**config.mk**
```make
export PLATFORM = sky130hd
export DESIGN_NAME = decr_irq_timer
export DESIGN_NICKNAME = d
export VERILOG_FILES = /design/src/rtl/decr_irq_pkg.sv /design/src/rtl/decr_count.sv /design/src/rtl/decr_pend.sv /design/src/rtl/decr_vector.sv /design/src/rtl/decr_irq_timer.sv
export SDC_FILE = /design/constraint.sdc
export NUM_CORES = 1
export LEC_CHECK = 0
export BUFFER_PORTS_ARGS = -buffer_cell sky130_fd_sc_hd__buf_4
export CAP_MARGIN = 0
export CORE_ASPECT_RATIO = 0.7
export CORE_UTILIZATION = 35
export CTS_BUF_LIST = sky130_fd_sc_hd__clkbuf_4 sky130_fd_sc_hd__clkbuf_8
export DETAILED_ROUTE_END_ITERATION = 12
export PLACE_DENSITY = 0.73
export SLEW_MARGIN = 20
export SYNTH_ARGS = -nofsm -noshare
export SYNTH_HDL_FRONTEND = slang
export SYNTH_HIERARCHICAL = 1
export SYNTH_SLANG_ARGS = --single-unit
```
**constraint.sdc**
```tcl
create_clock -name clk -period 2.4 [get_ports clk]
set_input_delay 0.48 -clock clk [delete_from_list [all_inputs] [get_ports clk]]
set_output_delay 0.48 -clock clk [all_outputs]
set_load 0.005 [all_outputs]
```
**src/rtl/decr_irq_pkg.sv**
```systemverilog
package decr_irq_pkg;
  localparam logic [31:0] VEC_OFFSET = 32'h0000_0900;
  localparam logic [31:0] BASE_HIGH  = 32'hFFF0_0000;
  localparam logic [31:0] BASE_LOW   = 32'h0000_0000;

  typedef struct packed {
    logic wrap;
    logic load;
  } cnt_evt_t;
endpackage

```
**src/rtl/decr_count.sv**
```systemverilog
module decr_count
  import decr_irq_pkg::*;
#(
  parameter int WIDTH = 32
) (
  input  logic             clk,
  input  logic             rst_n,
  input  logic             tick_i,
  input  logic             wr_en_i,
  input  logic [WIDTH-1:0] wr_data_i,
  output logic [WIDTH-1:0] count_o,
  output cnt_evt_t         evt_o
);
  localparam int MSB = WIDTH - 1;

  logic [WIDTH-1:0] cnt_q, cnt_d;
  cnt_evt_t evt;

  always_comb begin
    cnt_d    = cnt_q;
    evt.wrap = 1'b0;
    evt.load = 1'b0;
    if (wr_en_i) begin
      cnt_d    = wr_data_i;
      evt.load = 1'b1;
    end else if (tick_i) begin
      cnt_d    = cnt_q - 1'b1;
      evt.wrap = ~cnt_q[MSB] & cnt_d[MSB];
    end
  end

  always_ff @(posedge clk) begin
    if (!rst_n) cnt_q <= '1;
    else        cnt_q <= cnt_d;
  end

  assign count_o = cnt_q;
  assign evt_o   = evt;


  idle_hold_chk: assert property (@(posedge clk) disable iff (!rst_n)
    (!tick_i && !wr_en_i) |=> $stable(count_o));

  load_wins_chk: assert property (@(posedge clk) disable iff (!rst_n)
    wr_en_i |=> (count_o == $past(wr_data_i)));
endmodule

```
**src/rtl/decr_pend.sv**
```systemverilog
module decr_pend
  import decr_irq_pkg::*;
(
  input  logic     clk,
  input  logic     rst_n,
  input  cnt_evt_t evt_i,
  input  logic     ee_i,
  input  logic     hi_pend_i,
  input  logic     ack_i,
  output logic     pending_o,
  output logic     grant_o
);
  logic pend_q;
  logic grant;

  assign grant = pend_q & ee_i & ~hi_pend_i & ack_i;

  always_ff @(posedge clk) begin
    if (!rst_n) pend_q <= 1'b0;
    else        pend_q <= (pend_q & ~grant) | evt_i.wrap;
  end

  assign pending_o = pend_q;
  assign grant_o   = grant;


  held_until_grant_chk: assert property (@(posedge clk) disable iff (!rst_n)
    (pend_q && (!ee_i || hi_pend_i || !ack_i)) |=> pend_q);

  load_no_request_chk: assert property (@(posedge clk) disable iff (!rst_n)
    (evt_i.load && !pend_q) |=> !pend_q);

  wrap_survives_grant_chk: assert property (@(posedge clk) disable iff (!rst_n)
    (grant && evt_i.wrap) |=> pend_q);
endmodule

```
**src/rtl/decr_vector.sv**
```systemverilog
module decr_vector
  import decr_irq_pkg::*;
#(
  parameter int ADDR_W = 32
) (
  input  logic              clk,
  input  logic              rst_n,
  input  logic              grant_i,
  input  logic              ip_i,
  output logic              take_o,
  output logic [ADDR_W-1:0] vector_o
);
  localparam logic [ADDR_W-1:0] VEC_HI = ADDR_W'(BASE_HIGH | VEC_OFFSET);
  localparam logic [ADDR_W-1:0] VEC_LO = ADDR_W'(BASE_LOW | VEC_OFFSET);

  logic              take_q;
  logic [ADDR_W-1:0] vec_q;

  always_ff @(posedge clk) begin
    if (!rst_n) begin
      take_q <= 1'b0;
      vec_q  <= '0;
    end else begin
      take_q <= grant_i;
      if (grant_i) vec_q <= ip_i ? VEC_HI : VEC_LO;
    end
  end

  assign take_o   = take_q;
  assign vector_o = vec_q;


  vector_sel_chk: assert property (@(posedge clk) disable iff (!rst_n)
    take_o |-> (vector_o == ($past(ip_i) ? VEC_HI : VEC_LO)));
endmodule

```
**src/rtl/decr_irq_timer.sv**
```systemverilog
module decr_irq_timer
  import decr_irq_pkg::*;
#(
  parameter int WIDTH  = 32,
  parameter int ADDR_W = 32
) (
  input  logic              clk,
  input  logic              rst_n,
  input  logic              tick_i,
  input  logic              wr_en_i,
  input  logic [WIDTH-1:0]  wr_data_i,
  input  logic              ee_i,
  input  logic              hi_pend_i,
  input  logic              ip_i,
  input  logic              ack_i,
  output logic [WIDTH-1:0]  count_o,
  output logic              pending_o,
  output logic              take_o,
  output logic [ADDR_W-1:0] vector_o
);
  cnt_evt_t evt;
  logic     grant;

  decr_count #(.WIDTH(WIDTH)) u_count (
    .clk(clk), .rst_n(rst_n), .tick_i(tick_i), .wr_en_i(wr_en_i),
    .wr_data_i(wr_data_i), .count_o(count_o), .evt_o(evt)
  );

  decr_pend u_pend (
    .clk(clk), .rst_n(rst_n), .evt_i(evt), .ee_i(ee_i),
    .hi_pend_i(hi_pend_i), .ack_i(ack_i),
    .pending_o(pending_o), .grant_o(grant)
  );

  decr_vector #(.ADDR_W(ADDR_W)) u_vec (
    .clk(clk), .rst_n(rst_n), .grant_i(grant), .ip_i(ip_i),
    .take_o(take_o), .vector_o(vector_o)
  );


  wrap_raises_chk: assert property (@(posedge clk) disable iff (!rst_n)
    evt.wrap |=> (pending_o && count_o == '1));

  take_after_grant_chk: assert property (@(posedge clk) disable iff (!rst_n)
    take_o |-> $past(pending_o && ee_i && !hi_pend_i && ack_i));

  grant_clears_chk: assert property (@(posedge clk) disable iff (!rst_n)
    (grant && !evt.wrap) |=> !pending_o);
endmodule

```
==> impl_metrics.py <==
metrics = {
    "run_status": {
        "run_status": "complete, but fails checks",
        "violations": "DRC",
    },
    "floorplanning": {
        "placementRows": 24,
        "die-area_um2": 6790,
        "initial_utilization": 0.362,
        "core_um2": 6250,
        "ios": 106,
        "die-height_um": 69.2,
        "die_w_um": 98.1,
    },
    "drt": {
        "drt-total-wl_mm": 5.84,
        "via_count": 2082,
        "vias_per_cell": 4.96,
        "drt-initial-drc-count": 157,
        "ant_nets": 0,
        "first_pass_iters": 9,
        "drc": 6,
        "wire_per_inst_um": 13.9,
    },
    "global_route": {
        "grt_busiest_layer": "met2",
        "grt.overflow.total": 0,
        "grt_pass1_vias": 1849,
        "grt_max_degree": 47,
        "grt_pass1_wl_mm": 9.09,
        "met3_usage": 0.0655,
        "met1_usage": 0.239,
        "gr-usage-met2": 0.243,
        "grtUsageTotal": 0.171,
        "antenna_found_initial": 0,
    },
    "job": {
        "cap_violations": 0,
    },
    "clock_tree": {
        "clockBufferDepth": 2,
        "cts_resized": 0,
        "clk_latency_ns": 0.29,
        "cts_made_buffers": 5,
        "hold_buffers": 0,
        "cts_sinks": 36,
        "cts_setup_buffers": 0,
        "clk_pin_slew_worst_paths_ns": 0.07,
        "htreeDepth": 2,
        "cts_root_buffer": "clkbuf_8",
        "cts_tree": "done",
    },
    "timing": {
        "setup_viol": 0,
        "tightest_slew_ns": 0.496,
        "rsz0062_at_grt": "no",
        "drv_slew": 0,
        "maxSlewHeadroom": 0.666,
        "tns_ns": 0,
        "min_period_over_period": 0.910,
        "max_freq_mhz": 458,
        "report.final.hold_viol_count": 0,
        "clock_skew_ns": 0.00359,
        "min_period_ns": 2.18,
    },
    "power": {
        "power_density_nw_per_um2": 468,
        "ir_drop_mv": 0.166,
        "p_leak_nw": 1.20,
        "p_total_mw": 1.36,
    },
    "placed_design": {
        "dpl.hpwl_mm": 4.35,
        "gp_congestion": 0.771,
        "io_buffers": 87,
        "place_area_um2": 2810,
    },
    "final_layout": {
        "layout-drive-gt1-share": 0.330,
        "antenna_cells": 0,
        "final_cell_area_um2": 2900,
        "nets": 383,
        "area_growth_pct": 28.2,
    },
    "worst_setup_path": {
        "critPathLaunchType": "flip-flop",
        "path_class": "reg -> reg",
        "crit_family": "simple AND/OR/NAND/NOR gates",
        "worstPathCellList": "or4_4 -> or3_1 -> nor3_1 -> ha_1 -> nand2_1 -> nor2_1 -> o21ai_1 -> a31oi_1",
        "arrival_ns": 2.41,
        "cp_num_buf_inv": 0,
        "critPathCaptureType": "flip-flop",
        "cp_max_fo": 6,
        "r2r_cells": 8,
        "path_depth": 8,
        "critPathRequiredTime_ns": 2.62,
        "slowest_delay_ns": 0.55,
        "crit_path_top_delay_cell": "or4_4",
    },
    "hold_path": {
        "whs_path_depth": 2,
        "hold_path_class": "in -> reg",
    },
    "yosys": {
        "synth_area_um2": 2260,
        "yosys_warnings": 6,
        "syn_avg_cell_area_um2": 8.47,
        "syn_inst": 267,
    },
}
[routing by layer]
metal  part of all wire  wire, um
met1               0.49      2880
met2               0.41      2420
met3              0.086       505
met4             0.0062        36
met5                  0         0
[final cells by class]
class                           count  area (um2)
Sequential cell                    36         721
Multi-Input combinational cell    202        1280
Inverter                            4        15.0
Tap cell                           78        97.6
Timing Repair Buffer               92         691
Clock inverter                      2        10.0
Clock buffer                        6        82.6
Fill cell                         650        3350
[sequential cells by signal, indices dropped and copies added, names as in the netlist]
name	count
u_vec/vector_o	2
u_pend/pending_o	1
u_count/count_o	32
u_vec/take_o	1
[where the power goes]
part | total [mW] | internal [mW] | switching [mW]
clock network | 0.453 | 0.229 | 0.224
registers | 0.681 | 0.632 | 0.0496
logic | 0.222 | 0.130 | 0.0927
[path summary, 6_finish.rpt]
| kind | from | to | slack [ns] |
|---|---|---|---|
| max reg2reg | u_count/count_o[2]$_SDFFE_PN1P_ | u_pend/pending_o$_SDFF_PN0_ | 0.22 |
| min reg2reg | u_vec/vector_o[11]$_SDFFE_PN0P_ | u_vec/vector_o[11]$_SDFFE_PN0P_ | 0.50 |
| min | ee_i | u_pend/pending_o$_SDFF_PN0_ | 0.38 |
| max | u_count/count_o[2]$_SDFFE_PN1P_ | u_pend/pending_o$_SDFF_PN0_ | 0.22 |
[placed cells by master, fill, tap and decap left out, types with 3 or more instances in the layout]
cell type and n:
nand3_1 5, buf_4 92, nor2b_1 10, xor2_1 5, and3b_1 3, xnor2_1 12
a21oi_1 8, o211ai_1 6, inv_1 4, mux2i_1 8, o21a_1 3, nor3_1 16
dfxtp_1 36, or3_1 6, nor2_1 16, o31a_1 4, conb_1 18, nand2_1 22
nor3b_1 5, clkbuf_8 6, nor4_1 11, o21ai_0 10
[stage by stage]
stage	setup slack, ns	hold slack (ns)	util	std cells
CTS	0.223	0.372	0.464	420
global route	0.0579	0.370	0.464	420
floorplan	0.389	0.487	-	284
finish	0.217	0.380	0.464	420
global placement	0.281	0.482	0.449	412
detailed placement	0.234	0.492	0.449	412
No activity file was read; power rests on OpenSTA's default activity.
